[src/rtl/convif_pkg.sv]
package convif_pkg;

  typedef enum logic [2:0] {
    ST_CMD    = 3'd0,
    ST_WRITE  = 3'd1,
    ST_READ   = 3'd2,
    ST_HOLD   = 3'd3,
    ST_STREAM = 3'd4
  } port_state_e;

  localparam logic [5:0] ADR_STAT = 6'd0;
  localparam logic [5:0] ADR_CTRL = 6'd1;
  localparam logic [5:0] ADR_DATA = 6'd2;
  localparam logic [5:0] ADR_ID   = 6'd5;

  localparam int BIT_RD     = 6;
  localparam int BIT_FRAME  = 9;
  localparam int BIT_APPEND = 10;
  localparam int BIT_CONT   = 11;

  localparam logic [7:0] CMD_READ_DATA = 8'h42;

endpackage

[src/rtl/convif_edges.sv]
module convif_edges (
  input  logic clk,
  input  logic rst_n,
  input  logic sclk,
  input  logic cs_n,
  output logic rise,
  output logic fall
);
  logic sclk_q;

  always_ff @(posedge clk or negedge rst_n) begin
    if (!rst_n) sclk_q <= 1'b1;
    else        sclk_q <= sclk;
  end

  assign rise = !cs_n &&  sclk && !sclk_q;
  assign fall = !cs_n && !sclk &&  sclk_q;
endmodule

[src/rtl/convif_ones_watch.sv]
module convif_ones_watch #(
  parameter int RUN_LEN = 64
) (
  input  logic clk,
  input  logic rst_n,
  input  logic rise,
  input  logic din,
  output logic hit
);
  localparam int RW = $clog2(RUN_LEN);
  localparam logic [RW-1:0] LAST = RW'(RUN_LEN - 1);

  logic [RW-1:0] run_q, run_d;

  assign hit = rise && din && (run_q == LAST);

  always_comb begin
    run_d = run_q;
    if (rise) begin
      if (!din || hit) run_d = '0;
      else             run_d = run_q + RW'(1);
    end
  end

  always_ff @(posedge clk or negedge rst_n) begin
    if (!rst_n) run_q <= '0;
    else        run_q <= run_d;
  end

  // a zero on DIN restarts the run count
  a_r11_zero_clears_run: assert property (@(posedge clk) disable iff (!rst_n)
    (rise && !din) |=> (run_q == '0));
endmodule

[src/rtl/convif_word_mux.sv]
module convif_word_mux
  import convif_pkg::*;
#(
  parameter int DATA_W = 24,
  parameter int CTRL_W = 16,
  parameter int STAT_W = 8,
  parameter int WORD_W = 32,
  parameter int CNT_W  = 6
) (
  input  logic [5:0]        addr,
  input  logic [CTRL_W-1:0] ctrl,
  input  logic [DATA_W-1:0] data,
  input  logic [STAT_W-1:0] stat,
  input  logic [STAT_W-1:0] id,
  input  logic              append,
  output logic [WORD_W-1:0] word,
  output logic [CNT_W-1:0]  len
);
  always_comb begin
    word = '0;
    len  = CNT_W'(STAT_W);
    case (addr)
      ADR_STAT: word = {stat, {(WORD_W-STAT_W){1'b0}}};
      ADR_ID:   word = {id,   {(WORD_W-STAT_W){1'b0}}};
      ADR_CTRL: begin
        word = {ctrl, {(WORD_W-CTRL_W){1'b0}}};
        len  = CNT_W'(CTRL_W);
      end
      ADR_DATA: begin
        if (append) begin
          word = {data, stat};
          len  = CNT_W'(DATA_W + STAT_W);
        end else begin
          word = {data, {STAT_W{1'b0}}};
          len  = CNT_W'(DATA_W);
        end
      end
      default: ;
    endcase
  end
endmodule

[src/rtl/convif_port.sv]
module convif_port
  import convif_pkg::*;
#(
  parameter int         DATA_W  = 24,
  parameter int         CTRL_W  = 16,
  parameter int         STAT_W  = 8,
  parameter int         CHAN_W  = 4,
  parameter int         RUN_LEN = 64,
  parameter logic [7:0] ID_VAL  = 8'h5A
) (
  input  logic              clk,
  input  logic              rst_n,
  input  logic              sclk,
  input  logic              cs_n,
  input  logic              din,
  input  logic              conv_done,
  input  logic [DATA_W-1:0] conv_data,
  input  logic [CHAN_W-1:0] conv_chan,
  output logic              dout_rdy,
  output logic [CTRL_W-1:0] ctrl_word
);
  localparam int WORD_W = DATA_W + STAT_W;
  localparam int CNT_W  = $clog2(WORD_W + 1);
  localparam logic [CNT_W-1:0] ONE   = CNT_W'(1);
  localparam logic [CNT_W-1:0] BYTE7 = CNT_W'(7);
  localparam logic [CTRL_W-1:0] CTRL_MASK = {3'b000, {(CTRL_W-3){1'b1}}};

  logic [1:0] rst_pipe;
  logic       rst_s_n;

  always_ff @(posedge clk or negedge rst_n) begin
    if (!rst_n) rst_pipe <= 2'b00;
    else        rst_pipe <= {rst_pipe[0], 1'b1};
  end
  assign rst_s_n = rst_pipe[1];

  logic rise, fall, ones_hit;

  convif_edges u_edges (
    .clk(clk), .rst_n(rst_s_n), .sclk(sclk), .cs_n(cs_n),
    .rise(rise), .fall(fall)
  );

  convif_ones_watch #(.RUN_LEN(RUN_LEN)) u_ones (
    .clk(clk), .rst_n(rst_s_n), .rise(rise), .din(din), .hit(ones_hit)
  );

  port_state_e       st_q, st_d;
  logic [CNT_W-1:0]  cnt_q, cnt_d, len_q, len_d;
  logic [WORD_W-1:0] sh_q, sh_d;
  logic [CTRL_W-1:0] in_q, in_d, ctrl_q, ctrl_d;
  logic [DATA_W-1:0] data_q, data_d;
  logic [CHAN_W-1:0] chan_q, chan_d;
  logic [5:0]        addr_q, addr_d;
  logic              obit_q, obit_d, cont_q, cont_d, rdyn_q, rdyn_d;

  logic [7:0]        byte_v;
  logic [5:0]        mux_addr;
  logic [STAT_W-1:0] stat_v;
  logic [WORD_W-1:0] mux_word;
  logic [CNT_W-1:0]  mux_len;

  assign byte_v   = {in_q[6:0], din};
  assign mux_addr = (st_q == ST_STREAM) ? ADR_DATA : byte_v[5:0];
  assign stat_v   = {rdyn_q, {(STAT_W-1-CHAN_W){1'b0}}, chan_q};

  convif_word_mux #(
    .DATA_W(DATA_W), .CTRL_W(CTRL_W), .STAT_W(STAT_W),
    .WORD_W(WORD_W), .CNT_W(CNT_W)
  ) u_mux (
    .addr(mux_addr), .ctrl(ctrl_q), .data(data_q), .stat(stat_v),
    .id(STAT_W'(ID_VAL)), .append(ctrl_q[BIT_APPEND]),
    .word(mux_word), .len(mux_len)
  );

  always_comb begin
    st_d = st_q;     cnt_d = cnt_q;   len_d = len_q;   sh_d = sh_q;
    in_d = in_q;     ctrl_d = ctrl_q; data_d = data_q; chan_d = chan_q;
    addr_d = addr_q; obit_d = obit_q; cont_d = cont_q; rdyn_d = rdyn_q;
    if (cs_n) begin
      st_d  = cont_q ? ST_STREAM : ST_CMD;
      cnt_d = '0;
    end else begin
      if (fall) begin
        if (st_q == ST_READ) begin
          obit_d = sh_q[WORD_W-1];
          sh_d   = sh_q << 1;
        end else if (st_q == ST_STREAM && !rdyn_q) begin
          obit_d = mux_word[WORD_W-1];
          sh_d   = mux_word << 1;
          len_d  = mux_len;
          addr_d = ADR_DATA;
          cnt_d  = '0;
          st_d   = ST_READ;
        end
      end
      if (rise) begin
        in_d = {in_q[CTRL_W-2:0], din};
        case (st_q)
          ST_CMD: begin
            cnt_d = cnt_q + ONE;
            if (cnt_q == BYTE7) begin
              cnt_d  = '0;
              addr_d = byte_v[5:0];
              len_d  = mux_len;
              if (byte_v[BIT_RD]) begin
                st_d   = ST_READ;
                sh_d   = mux_word;
                obit_d = mux_word[WORD_W-1];
              end else begin
                st_d = ST_WRITE;
              end
            end
          end
          ST_WRITE: begin
            cnt_d = cnt_q + ONE;
            if (cnt_q + ONE == len_q) begin
              if (addr_q == ADR_CTRL) ctrl_d = in_d & CTRL_MASK;
              cnt_d = '0;
              st_d  = ST_CMD;
            end
          end
          ST_READ: begin
            cnt_d = cnt_q + ONE;
            if (cont_q && cnt_q == BYTE7 && byte_v == CMD_READ_DATA) begin
              ctrl_d[BIT_CONT] = 1'b0;
              cont_d = 1'b0;
            end
            if (cnt_q + ONE == len_q) begin
              cnt_d = '0;
              if (addr_q == ADR_DATA) begin
                rdyn_d = 1'b1;
                cont_d = ctrl_d[BIT_CONT];
              end
              if (ctrl_q[BIT_FRAME]) st_d = ST_HOLD;
              else if (cont_d)       st_d = ST_STREAM;
              else                   st_d = ST_CMD;
            end
          end
          default: ;
        endcase
      end
    end
    if (conv_done) begin
      data_d = conv_data;
      chan_d = conv_chan;
      rdyn_d = 1'b0;
    end
    if (ones_hit) begin
      st_d = ST_CMD; cnt_d = '0; len_d = '0; ctrl_d = '0; data_d = '0;
      chan_d = '0; cont_d = 1'b0; rdyn_d = 1'b1; obit_d = 1'b1;
    end
  end

  always_ff @(posedge clk or negedge rst_s_n) begin
    if (!rst_s_n) begin
      st_q <= ST_CMD; cnt_q <= '0; len_q <= '0; sh_q <= '0; in_q <= '0;
      ctrl_q <= '0; data_q <= '0; chan_q <= '0; addr_q <= '0;
      obit_q <= 1'b1; cont_q <= 1'b0; rdyn_q <= 1'b1;
    end else begin
      st_q <= st_d; cnt_q <= cnt_d; len_q <= len_d; sh_q <= sh_d; in_q <= in_d;
      ctrl_q <= ctrl_d; data_q <= data_d; chan_q <= chan_d; addr_q <= addr_d;
      obit_q <= obit_d; cont_q <= cont_d; rdyn_q <= rdyn_d;
    end
  end

  assign dout_rdy  = (st_q == ST_READ || st_q == ST_HOLD) ? obit_q : rdyn_q;
  assign ctrl_word = ctrl_q;

  // a finished conversion pulls the flag low on the next clock
  a_r5_conv_sets_ready: assert property (@(posedge clk) disable iff (!rst_s_n)
    (conv_done && !ones_hit) |=> !rdyn_q);

  // the ones run restores the reset values
  a_r11_run_resets: assert property (@(posedge clk) disable iff (!rst_s_n)
    ones_hit |=> (ctrl_q == '0 && !cont_q && rdyn_q && st_q == ST_CMD));

  // waiting for a streamed word only while stream mode is on
  a_r9_stream_needs_cont: assert property (@(posedge clk) disable iff (!rst_s_n)
    (st_q == ST_STREAM) |-> cont_q);

  // the bit count never passes the word length during a read
  a_r6_count_in_word: assert property (@(posedge clk) disable iff (!rst_s_n)
    (st_q == ST_READ) |-> (cnt_q < len_q));
endmodule

[config.mk]
export PLATFORM = sky130hd
export DESIGN_NAME = convif_port
export DESIGN_NICKNAME = d
export VERILOG_FILES = /design/src/rtl/convif_pkg.sv /design/src/rtl/convif_edges.sv /design/src/rtl/convif_ones_watch.sv /design/src/rtl/convif_word_mux.sv /design/src/rtl/convif_port.sv
export SDC_FILE = /design/constraint.sdc
export NUM_CORES = 1
export LEC_CHECK = 0
export BUFFER_PORTS_ARGS = -buffer_cell sky130_fd_sc_hd__buf_4
export CAP_MARGIN = 20
export CORE_MARGIN = 3
export CORE_UTILIZATION = 63
export CTS_BUF_LIST = sky130_fd_sc_hd__clkbuf_4 sky130_fd_sc_hd__clkbuf_8
export DETAILED_ROUTE_END_ITERATION = 8
export PLACE_DENSITY_LB_ADDON = 0.12
export SYNTH_ARGS = -nofsm -noshare
export SYNTH_HDL_FRONTEND = slang
export SYNTH_HIERARCHICAL = 1
export SYNTH_SLANG_ARGS = --single-unit
[constraint.sdc]
create_clock -name clk -period 4 [get_ports clk]
set_input_delay 0.4 -clock clk [delete_from_list [all_inputs] [get_ports clk]]
set_output_delay 0.4 -clock clk [all_outputs]
set_load 0.05 [all_outputs]
### After elaboration in Yosys (flattened, before gate mapping)

Cells that the tools add are included.

* reductions and logical operators: 35
* bitwise logic cells: 1
* add/sub/neg operators: 2
* multiplexer cells: 91
* eq/ne operators: 17

Operators with widths (number)
* $mux 32: 7
* $mux 6: 25
* $pmux 32 s4: 1
* $mux 16: 5
* $mux 24: 2
* $mux 3: 12
* $mux 1: 29
* $pmux 6 s2: 2
* $reduce_and 5->1: 3
* $reduce_bool 3->1: 5
* $add 6x1->6 const B: 2
* $eq 6x1->1 const B: 2
* $eq 6x2->1 const B: 2
* $eq 6x3->1 const B: 2
* $mux 4: 3
* $reduce_bool 2->1: 6
* $mux 11: 1
* $logic_and 1x1->1: 9
* $pmux 3 s3: 1
* $eq 8x7->1 const B: 1
* $mux 8: 1
* $eq 3x2->1 const B: 2
* $eq 6x6->1: 1
* $eq 6x6->1 const B: 1
* 15 further kinds: 21

* bits in registers: 121
* word-level logic and storage cells: 162
* input port bits: 34
* output and inout port bits: 17

### Logic depth before layout (Yosys ltp)

* word-level depth: 16
* gate-level depth with buffers: 11
* gate-level depth less buffers: 8

### Hierarchy

The synthesis kept the hierarchy.

Modules (own cells, without submodules)
* convif_port: cells an instance 556, times used 1, sequential area each 2780.2 um2, area an instance 5525.3 um2
* convif_word_mux: cells an instance 81, times used 1, sequential area each 0.0 um2, area an instance 609.3 um2
* convif_ones_watch: cells an instance 38, times used 1, sequential area each 150.1 um2, area an instance 344.1 um2
* convif_edges: cells an instance 3, times used 1, sequential area each 26.3 um2, area an instance 41.3 um2

### Worst setup path after synthesis

OpenSTA, ideal clock, no wires.

* path kind: input port to flip-flop
* start point: input port cs_n
* end point: register sh_q[12]
* arrival time: 2.465 ns
* setup time: 0.135 ns
* stages on the path: 8
* data required time: 3.865 ns
* path slack: 1.400 ns
* cell sequence: nor3b_1 nor4b_1 nand4b_1 clkbuf_1 a31o_2 clkbuf_1 nand2_1 o21ai_0

* longest elaborated chain between the ends: 8

RTL lines
* from (decl): line convif_port.sv:14 `input logic cs_n,`
* $logic_not 1->1: line convif_edges.sv:16, convif_edges.sv:17
* $logic_and 1x1->1 (2 in a row): line convif_edges.sv:17 `assign fall = !cs_n && !sclk && sclk_q;`
* $mux 32: line convif_port.sv:84 `if (fall) begin`
* $mux 32: line convif_port.sv:106 `if (byte_v[BIT_RD]) begin`
* $mux 32: line convif_port.sv:102 `if (cnt_q == BYTE7) begin`
* $mux 32: line convif_port.sv:99 `case (st_q)`
* $mux 32: line convif_port.sv:97 `if (rise) begin`
* to (signal assigned): line convif_port.sv:157 `st_q <= ST_CMD; cnt_q <= '0; len_q <= '0; sh_q <= '0; in_q <= '0;`
* to (signal assigned): line convif_port.sv:161 `st_q <= st_d; cnt_q <= cnt_d; len_q <= len_d; sh_q <= sh_d; in_q <= in_d;`
* to (decl): line convif_port.sv:50 `logic [WORD_W-1:0] sh_q, sh_d;`

Parallel ways exist; a longest one is shown, timed or not.
A chain may end at the register's enable or synchronous reset.

### Worst setup path in the final report

* start point: register st_q[0]
* end point: register sh_q[28]

* longest elaborated chain between the ends: 11

RTL lines
* from (decl): line convif_port.sv:48 `port_state_e st_q, st_d;`
* from (signal assigned): line convif_port.sv:157
* from (signal assigned): line convif_port.sv:161
* $eq 3x3->1 *: line convif_port.sv:64 `assign mux_addr = (st_q == ST_STREAM) ? ADR_DATA : byte_v[5:0];`
* $mux 6 *: line convif_port.sv:64
* named net mux_addr[2]: line convif_port.sv:58 `logic [5:0] mux_addr;`
* $eq 6x2->1 (tied with other cells): line convif_word_mux.sv:22 `case (addr)`
* $pmux 32 s4 *: line convif_word_mux.sv:22
* named net mux_word[27]: line convif_port.sv:60 `logic [WORD_W-1:0] mux_word;`
* $mux 32 *: line convif_port.sv:88 `end else if (st_q == ST_STREAM && !rdyn_q) begin`
* $mux 32 *: line convif_port.sv:85 `if (st_q == ST_READ) begin`
* $mux 32 *: line convif_port.sv:84
* $mux 32: line convif_port.sv:106
* $mux 32: line convif_port.sv:102
* $mux 32: line convif_port.sv:99
* $mux 32 *: line convif_port.sv:97

The timed path passes the listed nets; every way through them passes the cells marked *.

==> impl_results.html <==
<table>
<tr><th>Metric</th><th>Value</th></tr>
<tr><th colspan="2">Outcome</th></tr>
<tr><td>Status</td><td>finished, final reports clean</td></tr>
<tr><th colspan="2">Pwr</th></tr>
<tr><td>Lkg Pwr</td><td>3.31 nW</td></tr>
<tr><td>Clock share of power</td><td>38.0%</td></tr>
<tr><td>Switching power of the nets</td><td>920 uW</td></tr>
<tr><td>Power density over cell area</td><td>421 nW/um^2</td></tr>
<tr><td>Fraction of power consumed by sequential logic</td><td>44.7%</td></tr>
<tr><td>Combinational Power Share</td><td>17.3%</td></tr>
<tr><td>Worst vdd rail ir drop</td><td>0.350 mV</td></tr>
<tr><td>Switching fraction of total power</td><td>29.7%</td></tr>
<tr><td>Internal power component</td><td>2.18 mW</td></tr>
<tr><th colspan="2">Floorplan</th></tr>
<tr><td>Placeable core area</td><td>9910 sq um</td></tr>
<tr><td>Horiz. Die Dim</td><td>108 microns</td></tr>
<tr><td>Die H</td><td>108 microns</td></tr>
<tr><td>Initial core utilization</td><td>65.8%</td></tr>
<tr><td>Area of the die</td><td>11600 sq um</td></tr>
<tr><td>FP Rows</td><td>36</td></tr>
<tr><td>I/O pin cnt</td><td>51</td></tr>
<tr><th colspan="2">Synthesis</th></tr>
<tr><td>Unique cell type count in the Yosys netlist</td><td>66</td></tr>
<tr><td>Netlist area before placement</td><td>6520 sq um</td></tr>
<tr><td>Post-synth top area share</td><td>44.1%</td></tr>
<tr><td>Sequential cell area fraction in the yosys report</td><td>45.3%</td></tr>
<tr><td>Cell accounting for the most synthesized area</td><td>sky130_fd_sc_hd__dfrtp_1</td></tr>
<tr><td>Synthesized area per cell</td><td>9.62 sq um</td></tr>
<tr><td>Cells after synthesis</td><td>678</td></tr>
<tr><td>Async S/R FF share, synth</td><td>100%</td></tr>
<tr><td>Post-synth EDFFs</td><td>0</td></tr>
<tr><td>Register bit count reported by yosys</td><td>118</td></tr>
<tr><td>Largest cells by area after synthesis</td><td>sky130_fd_sc_hd__dfrtp_1 (44%), sky130_fd_sc_hd__mux2i_1 (8.6%), sky130_fd_sc_hd__nand2_1 (4.3%)</td></tr>
<tr><td>Number of warnings reported in the yosys synthesis log</td><td>6</td></tr>
<tr><td>Ys flop type</td><td>sky130_fd_sc_hd__dfrtp_1</td></tr>
<tr><th colspan="2">Clocking</th></tr>
<tr><td>H-tree lvl count</td><td>4</td></tr>
<tr><td>Sink count of the clock tree</td><td>118</td></tr>
<tr><td>Buffers from clock root to sink, at most</td><td>2</td></tr>
<tr><td>Total clock buffers created by CTS</td><td>17</td></tr>
<tr><td>CTS tree</td><td>yes</td></tr>
<tr><td>Clock transition at path regs</td><td>0.07 ns</td></tr>
<tr><td>Cells resized by post-CTS repair</td><td>0</td></tr>
<tr><td>Worst-skew pair later-pin latency</td><td>0.46 ns</td></tr>
<tr><td>Clock tree root buffer cell</td><td>sky130_fd_sc_hd__clkbuf_8</td></tr>
<tr><th colspan="2">Finish</th></tr>
<tr><td>Total area of sequential cells</td><td>2960 sq um</td></tr>
<tr><td>Synth-to-layout area growth</td><td>12.8%</td></tr>
<tr><td>Multi-input gate area</td><td>3320 sq um</td></tr>
<tr><td>Most common cell after layout, fill and taps aside</td><td>sky130_fd_sc_hd__dfrtp_1</td></tr>
<tr><td>Ratio of cells with drive above 1 in the final layout</td><td>17.3%</td></tr>
<tr><td>Final cell count without fillers</td><td>865</td></tr>
<tr><td>Post-route standard cell area excluding fillers</td><td>7350 sq um</td></tr>
<tr><td>Count of inserted antenna diode cells</td><td>0</td></tr>
<tr><td>NumNets Final</td><td>755</td></tr>
<tr><td>Top library cells by usage in the layout, fill and taps aside</td><td>sky130_fd_sc_hd__dfrtp_1 (114), sky130_fd_sc_hd__nand2_1 (75), sky130_fd_sc_hd__nor2_1 (68)</td></tr>
<tr><td>Filler Cells Inserted</td><td>737</td></tr>
<tr><th colspan="2">Detailed routing</th></tr>
<tr><td>Number of iterations in the first detailed-routing pass</td><td>5</td></tr>
<tr><td>Remaining DRCs</td><td>0</td></tr>
<tr><td>Routed wire per std cell</td><td>18.9 microns</td></tr>
<tr><td>Vias after detailed routing</td><td>5437</td></tr>
<tr><td>Total wirelength of the detailed-routed design</td><td>16.3 mm</td></tr>
<tr><td>Post-route antenna net violation count</td><td>0</td></tr>
<tr><td>Vias per Instance</td><td>6.29</td></tr>
<tr><td>Initial DRC Count</td><td>458</td></tr>
<tr><th colspan="2">Place</th></tr>
<tr><td>Area after detailed placement</td><td>6910 sq um</td></tr>
<tr><td>I/O Buffers</td><td>47</td></tr>
<tr><td>Post-DP HPWL</td><td>10.9 mm</td></tr>
<tr><td>Gpl congestion</td><td>0.874</td></tr>
<tr><td>Placed instance count</td><td>832</td></tr>
<tr><th colspan="2">Timing</th></tr>
<tr><td>Final Slew Violations</td><td>0</td></tr>
<tr><td>Worst clock skew</td><td>0.0108 ns</td></tr>
<tr><td>Post-route minimum period</td><td>3.08 ns</td></tr>
<tr><td>Hold Fails Final Rpt</td><td>0</td></tr>
<tr><td>RSZ-0062 raised after global routing</td><td>no</td></tr>
<tr><td>Worst slew margin relative to its limit</td><td>32.8%</td></tr>
<tr><td>Final critical-path share of the clock period</td><td>77.0%</td></tr>
<tr><td>Final setup violation count</td><td>0</td></tr>
<tr><td>Final-layout setup total negative slack</td><td>0 ns</td></tr>
<tr><td>Transition time at the pin with the least slew margin</td><td>1.01 ns</td></tr>
<tr><td>Max Clock Freq</td><td>325 MHz</td></tr>
<tr><th colspan="2">Setup path</th></tr>
<tr><td>Type of origin of the critical path</td><td>register</td></tr>
<tr><td>Critical Path Fanout Max</td><td>14</td></tr>
<tr><td>Endpoint class of the critical path</td><td>register</td></tr>
<tr><td>R2R setup slack</td><td>0.92 ns</td></tr>
<tr><td>Arrival @ worst endpoint</td><td>3.40 ns</td></tr>
<tr><td>Crit Path Category</td><td>register to register</td></tr>
<tr><td>Required arrival time at the worst endpoint</td><td>4.31 ns</td></tr>
<tr><th colspan="2">GRT</th></tr>
<tr><td>Pin count of the biggest net entering global routing</td><td>48</td></tr>
<tr><td>Antenna violations before repair</td><td>0</td></tr>
<tr><td>Congestion Overflow GR</td><td>0</td></tr>
<tr><td>Overall global routing resource usage</td><td>30.3%</td></tr>
<tr><td>First-pass GRT wire length</td><td>27.0 mm</td></tr>
<tr><td>Vias in the first global route</td><td>5387</td></tr>
<tr><th colspan="2">Run</th></tr>
<tr><td>Number of maximum-capacitance constraint violations</td><td>0</td></tr>
<tr><th colspan="2">Worst hold path</th></tr>
<tr><td>Worst min-delay path class</td><td>input port to register</td></tr>
</table>
cell type report:
type                            instances  area share, %
Timing Repair Buffer                   57           5.85
Clock inverter                         11           2.01
Clock buffer                           21           3.85
Sequential cell                       118           40.3
Tap cell                              133           2.26
Inverter                               11          0.562
Multi-Input combinational cell        514           45.2
state kept, by name, summed over array words and instances (netlist names):
| register | count |
|---|---|
| in_q | 12 |
| u_ones/run_q | 6 |
| ctrl_word | 13 |
| sh_q | 32 |
| addr_q | 6 |
| data_q | 24 |
| cont_q | 1 |
| chan_q | 4 |
| obit_q | 1 |
| len_q | 6 |
| cnt_q | 6 |
| u_edges/sclk_q | 1 |
| rdyn_q | 1 |
| rst_pipe | 2 |
| st_q | 3 |
kinds of logic (layout without fill, tap and decap cells):
kind of cell,Yosys count,in the layout,share of synthesized area [%]
fa+ha+maj,2,2,0.384
mux,71,71,11.2
buf+inv,67,100,4.91
simple gates,244,244,18.8
other cells,3,24,0.173
compound gates,162,162,17.6
xor+xnor,11,11,1.48
flops,118,118,45.3
synth_stat cells, types with 3 or more instances:
library cell               count
sky130_fd_sc_hd__dfrtp_1     115
sky130_fd_sc_hd__nand2_1      75
sky130_fd_sc_hd__nor2_1       69
sky130_fd_sc_hd__mux2i_1      56
sky130_fd_sc_hd__a21oi_1      35
sky130_fd_sc_hd__clkbuf_1     33
sky130_fd_sc_hd__a22o_1       30
sky130_fd_sc_hd__o21ai_1      21
sky130_fd_sc_hd__and3_1       15
sky130_fd_sc_hd__nor2b_1      15
sky130_fd_sc_hd__mux2_2       14
sky130_fd_sc_hd__nand3_1      13
sky130_fd_sc_hd__and2_1       11
sky130_fd_sc_hd__inv_1        11
sky130_fd_sc_hd__o21ai_0      11
sky130_fd_sc_hd__a22oi_1      10
sky130_fd_sc_hd__nor3_1        9
sky130_fd_sc_hd__o22ai_1       9
sky130_fd_sc_hd__buf_4         8
sky130_fd_sc_hd__o22a_1        8
sky130_fd_sc_hd__o22ai_2       8
sky130_fd_sc_hd__xnor2_1       8
sky130_fd_sc_hd__buf_2         7
sky130_fd_sc_hd__o221ai_1      6
sky130_fd_sc_hd__nand4_1       5
sky130_fd_sc_hd__buf_1         4
sky130_fd_sc_hd__buf_6         4
sky130_fd_sc_hd__o211ai_1      4
sky130_fd_sc_hd__a31oi_1       3
sky130_fd_sc_hd__conb_1        3
sky130_fd_sc_hd__dfstp_2       3
sky130_fd_sc_hd__nor3b_1       3
sky130_fd_sc_hd__nor4b_1       3
sky130_fd_sc_hd__o31ai_1       3
sky130_fd_sc_hd__or2_1         3
sky130_fd_sc_hd__xor2_1        3
timing repair:
| action | in CTS | in global routing |
|---|---|---|
| hold buffers | 1 | 0 |
| setup buffers | 0 | 0 |
| hold endpoints to repair | 2 | 0 |
| setup endpoints to repair | 0 | 0 |
layer usage:
metal / track usage (%) / vias to the layer above / share of wire (%)
li1: - / 2493 / -
met1: 40.9 / 2681 / 43
met2: 47.2 / 230 / 48
met3: 9.00 / 33 / 7.2
met4: 9.38 / 0 / 1.8
met5: 0 / - / 0
critical path: stages, from the launching register on:
cell	delay, ns
sky130_fd_sc_hd__dfrtp_1	0.63
sky130_fd_sc_hd__nor3b_2	0.17
sky130_fd_sc_hd__nor2b_1	0.80
sky130_fd_sc_hd__or4_4	0.36
sky130_fd_sc_hd__or2_1	0.39
sky130_fd_sc_hd__o22ai_2	0.13
sky130_fd_sc_hd__a22o_1	0.23
sky130_fd_sc_hd__a21oi_1	0.13
sky130_fd_sc_hd__o21ai_1	0.09
final timing paths:
| kind | startpoint | end | cells past startpoint |
|---|---|---|---|
| worst max-delay path | st_q[0]$_DFF_PN0_ | sh_q[28]$_DFFE_PN0N_ | 8 |
| worst min-delay path | sclk | u_edges/sclk_q$_DFF_PN1_ | 1 |
| worst max register to register | st_q[0]$_DFF_PN0_ | sh_q[28]$_DFFE_PN0N_ | 8 |
| worst min register to register | rst_pipe[1]$_DFF_PN0_ | st_q[1]$_DFF_PN0_ | 0 |
| max in group asynchronous | rst_pipe[1]$_DFF_PN0_ | len_q[0]$_DFFE_PN0P_ | 1 |
| min in group asynchronous | rst_n | rst_pipe[1]$_DFF_PN0_ | 2 |
power groups by stage:
| stage | combinational (mW) | clock [mW] | sequential (mW) |
|---|---|---|---|
| after floorplan | 0.436 | 0 | 1.37 |
| after global placement | 0.505 | 0 | 1.40 |
| after detailed placement | 0.525 | 0 | 1.40 |
| after CTS | 0.530 | 1.20 | 1.38 |
| after global routing | 0.582 | 1.25 | 1.40 |
| final | 0.534 | 1.18 | 1.38 |
stage by stage:
stage               hold WS (ns)  utilization [%]  worst slack (ns)  power, mW
CTS                       0.0235             74.2             0.956       3.11
finish                    0.0594             74.2             0.918       3.10
global placement           0.182             69.8              1.09       1.90
detailed placement         0.184             69.8             0.968       1.93
global route              0.0295             74.2             0.733       3.23
floorplan                  0.104                -             0.474       1.81
Note: power is estimated with default switching activity, not from simulation.
